File: config.mk
export PLATFORM = sky130hd
export DESIGN_NAME = gauge_drive_decoder
export DESIGN_NICKNAME = d
export VERILOG_FILES = /design/src/rtl/gdd_pkg.sv /design/src/rtl/gdd_major_dec.sv /design/src/rtl/gdd_minor_dec.sv /design/src/rtl/gdd_hold_reg.sv /design/src/rtl/gauge_drive_decoder.sv
export SDC_FILE = /design/constraint.sdc
export NUM_CORES = 1
export LEC_CHECK = 0
export BUFFER_PORTS_ARGS = -buffer_cell sky130_fd_sc_hd__buf_2
export CORE_MARGIN = 1
export CORE_UTILIZATION = 30
export DETAILED_ROUTE_END_ITERATION = 7
export GPL_TIMING_DRIVEN = 0
export SKIP_LAST_GASP = 1
export SLEW_MARGIN = 0
export SYNTH_ARGS = -nofsm -noshare
export SYNTH_HDL_FRONTEND = slang
export SYNTH_SLANG_ARGS = --single-unit
File: constraint.sdc
create_clock -name clk -period 0.9 [get_ports clk]
set_input_delay 0 -clock clk [delete_from_list [all_inputs] [get_ports clk]]
set_output_delay 0 -clock clk [all_outputs]
set_load 0.02 [all_outputs]
File: src/rtl/gdd_pkg.sv
`timescale 1ns/1ps
package gdd_pkg;

   typedef enum logic [1:0] {
      DRV_LO  = 2'd0,
      DRV_HI  = 2'd1,
      DRV_DAC = 2'd2
   } drv_sel_e;

   typedef struct packed {
      drv_sel_e pos;
      drv_sel_e neg;
   } coil_drv_t;

   // Route one coil: on the DAC, one end follows the DAC and the other sits
   // on the low rail; otherwise the coil is driven rail to rail.
   function automatic coil_drv_t coil_route(input logic on_dac, input logic negative);
      coil_drv_t r;
      if (on_dac) begin
         r.pos = negative ? DRV_LO  : DRV_DAC;
         r.neg = negative ? DRV_DAC : DRV_LO;
      end else begin
         r.pos = negative ? DRV_LO  : DRV_HI;
         r.neg = negative ? DRV_HI  : DRV_LO;
      end
      return r;
   endfunction

endpackage

File: src/rtl/gdd_major_dec.sv
`timescale 1ns/1ps
module gdd_major_dec
   import gdd_pkg::*;
#(
   parameter int DAC_W  = 7,
   parameter int CODE_W = 10
) (
   input  logic [CODE_W-1:0] code,
   output coil_drv_t         sin_drv,
   output coil_drv_t         cos_drv,
   output logic [DAC_W-1:0]  dac
);
   localparam int OCT_W = CODE_W - DAC_W;

   logic [OCT_W-1:0] octant;
   logic             sin_on_dac;
   logic             sin_neg;
   logic             cos_neg;

   assign octant = code[CODE_W-1:DAC_W];

   // odd octants run the DAC code backwards
   assign dac = code[DAC_W-1:0] ^ {DAC_W{octant[0]}};

   // sine is small near 0 and 180 degrees
   assign sin_on_dac = ~(octant[1] ^ octant[0]);
   assign sin_neg    = octant[2];
   assign cos_neg    = octant[2] ^ octant[1];

   always_comb begin
      sin_drv = coil_route(sin_on_dac, sin_neg);
      cos_drv = coil_route(~sin_on_dac, cos_neg);
   end

endmodule

File: src/rtl/gdd_minor_dec.sv
`timescale 1ns/1ps
module gdd_minor_dec #(
   parameter int DAC_W  = 7,
   parameter int CODE_W = 10
) (
   input  logic [CODE_W-1:0] code,
   output logic              a_dac,
   output logic              b_dac,
   output logic [DAC_W-1:0]  dac,
   output logic              en
);
   localparam int GUARD_W = CODE_W - DAC_W - 1;

   logic half;

   assign half  = code[DAC_W];
   assign dac   = code[DAC_W-1:0] ^ {DAC_W{half}};
   assign a_dac = half;
   assign b_dac = ~half;

   generate
      if (GUARD_W > 0) begin : g_guard
         assign en = ~|code[CODE_W-1:DAC_W+1];
      end else begin : g_no_guard
         assign en = 1'b1;
      end
   endgenerate

endmodule

File: src/rtl/gdd_hold_reg.sv
`timescale 1ns/1ps
module gdd_hold_reg #(
   parameter int W = 8
) (
   input  logic         clk,
   input  logic         rst_n,
   input  logic         load,
   input  logic [W-1:0] d,
   output logic [W-1:0] q
);
   always_ff @(posedge clk) begin
      if (!rst_n)    q <= '0;
      else if (load) q <= d;
   end

   assert_hold_R2: assert property (@(posedge clk) disable iff (!rst_n)
      !load |=> $stable(q));

   assert_capture_R2: assert property (@(posedge clk) disable iff (!rst_n)
      load |=> (q == $past(d)));

endmodule

File: src/rtl/gauge_drive_decoder.sv
`timescale 1ns/1ps
module gauge_drive_decoder
   import gdd_pkg::*;
#(
   parameter int N_MINOR    = 2,
   parameter int DAC_W      = 7,
   parameter int MAJ_CODE_W = 10,
   parameter int MIN_CODE_W = 10
) (
   input  logic                          clk,
   input  logic                          rst_n,
   input  logic                          maj_load,
   input  logic [MAJ_CODE_W-1:0]         maj_word,
   input  logic [N_MINOR-1:0]            min_load,
   input  logic [N_MINOR*MIN_CODE_W-1:0] min_word,
   output logic [1:0]                    sin_p_sel,
   output logic [1:0]                    sin_n_sel,
   output logic [1:0]                    cos_p_sel,
   output logic [1:0]                    cos_n_sel,
   output logic [DAC_W-1:0]              maj_dac,
   output logic [N_MINOR-1:0]            min_a_dac,
   output logic [N_MINOR-1:0]            min_b_dac,
   output logic [N_MINOR*DAC_W-1:0]      min_dac,
   output logic [N_MINOR-1:0]            min_en
);
   localparam int MAJ_W   = 8 + DAC_W;
   localparam int MIN_W   = DAC_W + 3;
   localparam int GUARD_W = MIN_CODE_W - DAC_W - 1;

   if (MAJ_CODE_W != DAC_W + 3) begin : g_bad_major
      $error("MAJ_CODE_W must equal DAC_W + 3");
   end
   if (GUARD_W < 0) begin : g_bad_minor
      $error("MIN_CODE_W must be at least DAC_W + 1");
   end
   if (N_MINOR < 1) begin : g_bad_count
      $error("N_MINOR must be at least 1");
   end

   // ---------------- major channel ----------------
   coil_drv_t        sin_d, cos_d;
   logic [DAC_W-1:0] maj_dac_d;
   logic [MAJ_W-1:0] maj_q;

   gdd_major_dec #(.DAC_W(DAC_W), .CODE_W(MAJ_CODE_W)) u_major_dec (
      .code    (maj_word),
      .sin_drv (sin_d),
      .cos_drv (cos_d),
      .dac     (maj_dac_d)
   );

   gdd_hold_reg #(.W(MAJ_W)) u_major_reg (
      .clk   (clk),
      .rst_n (rst_n),
      .load  (maj_load),
      .d     ({sin_d, cos_d, maj_dac_d}),
      .q     (maj_q)
   );

   assign sin_p_sel = maj_q[MAJ_W-1 -: 2];
   assign sin_n_sel = maj_q[MAJ_W-3 -: 2];
   assign cos_p_sel = maj_q[MAJ_W-5 -: 2];
   assign cos_n_sel = maj_q[MAJ_W-7 -: 2];
   assign maj_dac   = maj_q[DAC_W-1:0];

   assert_one_dac_R4: assert property (@(posedge clk) disable iff (!rst_n)
      $onehot0({sin_p_sel == DRV_DAC, sin_n_sel == DRV_DAC,
                cos_p_sel == DRV_DAC, cos_n_sel == DRV_DAC}));

   assert_fold_R3: assert property (@(posedge clk) disable iff (!rst_n)
      maj_load |=> (maj_dac == ($past(maj_word[DAC_W-1:0]) ^ {DAC_W{$past(maj_word[DAC_W])}})));

   assert_sin_rail_R5: assert property (@(posedge clk) disable iff (!rst_n)
      (sin_p_sel == DRV_HI) |-> (sin_n_sel == DRV_LO));

   // ---------------- minor channels ----------------
   for (genvar g = 0; g < N_MINOR; g++) begin : g_minor
      logic             a_d, b_d, en_d;
      logic [DAC_W-1:0] dac_d;
      logic [MIN_W-1:0] q;

      gdd_minor_dec #(.DAC_W(DAC_W), .CODE_W(MIN_CODE_W)) u_dec (
         .code  (min_word[g*MIN_CODE_W +: MIN_CODE_W]),
         .a_dac (a_d),
         .b_dac (b_d),
         .dac   (dac_d),
         .en    (en_d)
      );

      gdd_hold_reg #(.W(MIN_W)) u_reg (
         .clk   (clk),
         .rst_n (rst_n),
         .load  (min_load[g]),
         .d     ({a_d, b_d, dac_d, en_d}),
         .q     (q)
      );

      assign min_a_dac[g]                = q[MIN_W-1];
      assign min_b_dac[g]                = q[MIN_W-2];
      assign min_dac[g*DAC_W +: DAC_W]   = q[DAC_W:1];
      assign min_en[g]                   = q[0];

      assert_sides_R8: assert property (@(posedge clk) disable iff (!rst_n)
         !(min_a_dac[g] && min_b_dac[g]));

      if (GUARD_W > 0) begin : g_en_chk
         assert_enable_R9: assert property (@(posedge clk) disable iff (!rst_n)
            min_load[g] |=> (min_en[g] == ($past(min_word[g*MIN_CODE_W+DAC_W+1 +: GUARD_W]) == '0)));
      end
   end

endmodule

* After elaboration in Yosys (flattened, before gate mapping)
Cells that the tools add are included.
Storage, ports and cells: register bits 35, latch bits 0, bits in writable memories 0, bits in read-only memories 0, input port bits 35, output and inout bits 35, logic and storage cells 24, memories 0
Operators by class: $add $sub $neg 0, multiply operators 0, div/mod/pow operators 0, order comparisons 0, equality and inequality tests 0, shifts and indexed selects 0, muxes and demuxes 10, bitwise gates (word level) 7, reductions and logical operators 4
Operators by type and width (number):
- $xor A7 B7 Y7 | 3
- $mux W2 | 4
- $mux W4 | 2
- $mux W1 | 4
- $reduce_or A2 Y1 | 2
- $logic_not A1 Y1 | 2
- $not A1 Y1 | 2
- $xor A1 B1 Y1 | 2

* Logic depth before layout (Yosys ltp)
depth in word-level cells 3, mapped depth 4, depth with buffers taken out 2

* By module
A second synthesis with hierarchy kept.
Second synthesis, totals: cell total of the unflattened synthesis 157, area, all modules 1685.4 um^2
Modules (own cells, without submodules):
- gdd_hold_reg at g_minor[0].u_reg ... | times used 2, cells each 31, area each 374.1 um^2, seq. area each 200.2 um^2
- gdd_hold_reg at u_major_reg | times used 1, cells each 48, area each 579.3 um^2, seq. area each 300.3 um^2
- gdd_major_dec | times used 1, cells each 25, area each 182.7 um^2, seq. area each 0.0 um^2
- gdd_minor_dec | times used 2, cells each 11, area each 87.6 um^2, seq. area each 0.0 um^2

* Least setup slack after synthesis
OpenSTA, ideal clock, no wires.
kind reg-to-reg, from register u_major_reg.q[10] (netlist name), to register u_major_reg.q[10], library setup time 95 ps, arrival time 685 ps, required time 805 ps, slack 120 ps, cell stages (with the launch flop) 3, buffers on the path 0, period minus slack after synthesis 780 ps, path through dfxtp_1 > o21ai_0 > a221oi_1
RTL lines:
- end signal, assigned | RTL line gdd_hold_reg.sv:12 | if (!rst_n) q <= '0;
- end signal, assigned | RTL line gdd_hold_reg.sv:13 | else if (load) q <= d;
- end, declared | RTL line gdd_hold_reg.sv:9 | output logic [W-1:0] q

* Worst setup path after layout
from register u_major_reg.q[1], to output maj_dac[1]
RTL lines:
- end, declared | RTL line gauge_drive_decoder.sv:20 | output logic [DAC_W-1:0] maj_dac,
No word-level cell between the ends.

==> flow_metrics.env <==
export IMPL_layout_setup_ws_ns=0.109
export IMPL_htreeDepth=2
export IMPL_syn_avg_cell_area_sq_um=9.45
export IMPL_yosysSeqAreaShare=0.488
export IMPL_num_vias=1288
export IMPL_synth_warning_count=0
export IMPL_syn_to_final_growth_pct=34.8
export IMPL_grt_max_degree=11
export IMPL_dp_slack_ns=0.0363
export IMPL_grt_ovfl_total=0
export IMPL_crit_cells=1
export IMPL_critPathLaunchType="flop"
export IMPL_drt_pre_antenna_iters=8
export IMPL_clock_skew_ns=0
export IMPL_cts_root_buffer="clkbuf_8"
export IMPL_criticalPathCategory="flop to output port"
export IMPL_fillCellCount=454
export IMPL_path_clk_slew_ns=0.07
export IMPL_syn_inst=152
export IMPL_setup_viol=0
export IMPL_fin_area_sq_um=1940
export IMPL_synth_cell_type_count=22
export IMPL_critPathTopFamily="flip-flops"
export IMPL_cts_sinks=35
export IMPL_multiInputGateArea_sq_um=662
export IMPL_grt_setup_unrepaired="false"
export IMPL_reg2reg_to="u_major_reg.q[8]"
export IMPL_rows=24
export IMPL_grt_pass1_wl_microns=4910
export IMPL_numCtsBuffers=5
export IMPL_violations="design-rule violations, negative hold slack"
export IMPL_r2r_start="u_major_reg.q[8]"
export IMPL_hold_buffers=1
export IMPL_power_leakage_nw=0.872
export IMPL_synth_top_cells_by_area="dfxtp_1, xnor2_1, o21ai_0, a21oi_1, buf_2"
export IMPL_cpPeakStageDelay_ns=0.34
export IMPL_grt_pass1_vias=1141
export IMPL_clockBufferDepth=2
export IMPL_postCtsSetupBuffers=0
export IMPL_worstSetupEndpointType="output port"
export IMPL_register_area_sq_um=701
export IMPL_initial_utilization=0.321
export IMPL_drt_total_wl_microns=3190
export IMPL_drtAntennaViolNets=0
export IMPL_maxCapViolCount=0
export IMPL_nNetsFinal=260
export IMPL_wire_per_inst_microns=11.5
export IMPL_ir_worst_vdd_mv=1.03
export IMPL_clk_latency_ns=0.28
export IMPL_cts_tree="yes"
export IMPL_fmaxAchievable_ghz=1.26
export IMPL_crit_chain="buf_2"
export IMPL_cts_resized=0
export IMPL_reg2reg_depth=2
export IMPL_cp_required_ns=0.90
export IMPL_worst_hold_slack_ns=-0.0123
export IMPL_core_area_sq_um=4470
export IMPL_outcome="finished, violations left"
export IMPL_ios=70
export IMPL_dp_hpwl_microns=2310
export IMPL_critPathArrivalTime_ns=0.79
export IMPL_drt_drc_violations_left=6
export IMPL_syn_cell_area_sq_um=1440
export IMPL_endpoint="maj_dac[1]"
export IMPL_drt_iter0_markers=68
export IMPL_finalCritPeriodShare=0.879
export IMPL_synth_fp_nets=187
export IMPL_tightest_slew_ns=0.377
export IMPL_slew_headroom=0.749
export IMPL_yosys_area_top_type="dfxtp_1"
export IMPL_r2r_setup_slack_ns=0.17
export IMPL_dieArea_sq_um=5070
export IMPL_cellPowerDensity_nw_per_um2=1850
export IMPL_die_w_microns=71.2
export IMPL_critPathBufInv=1
export IMPL_cp_slowest_cell="dfxtp_1"
export IMPL_place_area_sq_um=1830
export IMPL_ys_ff_latch=35
export IMPL_dieHeight_microns=71.2
export IMPL_grt_usage=0.124
export IMPL_hold_viol=2
export IMPL_cp_startpoint="u_major_reg.q[1]"
export IMPL_port_buffers=65
export IMPL_antenna_found_initial=0
export IMPL_vias_per_cell=4.63
export IMPL_synth_top_area_frac=0.488
export IMPL_hold_path_class="input pin to flop"
export IMPL_period_needed_ns=0.791
export IMPL_tns_ns=0
export IMPL_drv_slew=0
export IMPL_drive_above_1_share=0.372
export IMPL_gp_congestion=0.683
export IMPL_antenna_cells=0
export IMPL_cp_max_fo=2
layout by cell type, fill, tap and decap left out:
cell type / instances
xor2_1: 1
or2_1: 1
dfxtp_1: 35
nand3b_1: 5
nor2b_1: 1
and2_1: 1
clkbuf_8: 7
nor2_1: 2
a21oi_1: 25
a221oi_1: 4
or3b_1: 2
nand3_1: 1
nand2_2: 1
o21ai_0: 26
buf_4: 2
clkbuf_1: 2
xnor2_1: 22
nand2b_1: 6
buf_6: 1
inv_1: 1
dlygate4sd3_1: 1
o21ai_1: 4
buf_2: 73
mux2i_1: 2
cells in the mapped netlist, drive strengths merged:
master  number
a21oi       25
a221oi       4
and2         1
buf         11
clkbuf       1
dfxtp       35
inv          1
mux2i        2
nand2        1
nand2b       6
nand3        1
nand3b       5
nor2         2
nor2b        1
o21ai       30
or2          1
or3b         2
xnor2       22
xor2         1
cells by family (layout without fill, tap and decap cells):
| group | count (synthesis) | count (layout) | synth area share |
|---|---|---|---|
| AOI/OAI and AO/OA | 59 | 59 | 0.216 |
| xor gates and xnor gates | 23 | 23 | 0.140 |
| buffers and inverters | 13 | 87 | 0.0514 |
| DFF | 35 | 35 | 0.488 |
| muxes | 2 | 2 | 0.0139 |
| and+or+nand+nor | 20 | 20 | 0.0906 |
worst min-delay path by stage:
| stage | from | to | depth (start not counted) |
|---|---|---|---|
| 3_5_place_dp | min_word[8] | g_minor[0].u_reg.q[0] | 3 |
| 5_1_grt | min_word[9] | g_minor[0].u_reg.q[0] | 3 |
| 3_3_place_gp | min_word[8] | g_minor[0].u_reg.q[0] | 3 |
| 6_report | min_word[8] | g_minor[0].u_reg.q[0] | 3 |
| 4_1_cts | min_word[8] | g_minor[0].u_reg.q[0] | 3 |
| 2_1_floorplan | rst_n | u_major_reg.q[7] | 2 |
through the flow:
step / power, mW / hold slack [ns] / std cells / utilization
floorplan: 2.16 / 0.148 / 152 / -
global placement: 2.40 / 0.274 / 269 / 0.408
detailed placement: 2.41 / 0.276 / 269 / 0.408
CTS: 3.65 / -0.0232 / 278 / 0.433
global route: 3.77 / -0.0118 / 278 / 0.433
finish: 3.59 / -0.0123 / 278 / 0.433
power by group:
part	internal (mW)	leakage, nW	switching (mW)	total [mW]
clock network	0.698	0.0515	0.521	1.22
registers	1.66	0.290	0.0475	1.71
logic	0.279	0.530	0.382	0.662
total	2.64	0.872	0.951	3.59
cell type report:
type / count / area share
plain buffers: 12 / 0.0362
clock buffers: 8 / 0.0517
inverters: 1 / 0.00194
multi-input cells: 104 / 0.342
flip-flops and latches: 35 / 0.362
well taps: 52 / 0.0336
repair buffers: 66 / 0.173
per-layer routing:
metal,up-vias,part of all wire,track usage
li1,670,-,-
met1,560,0.48,0.159
met2,54,0.43,0.190
met3,4,0.074,0.0399
met4,0,0.0094,0.0533
met5,-,0,0
flip-flops by register name, summed over array words and instances (netlist names):
name,cells
u_major_reg.q,15
g_minor.u_reg.q,20
(Power assumes the default switching activity.)
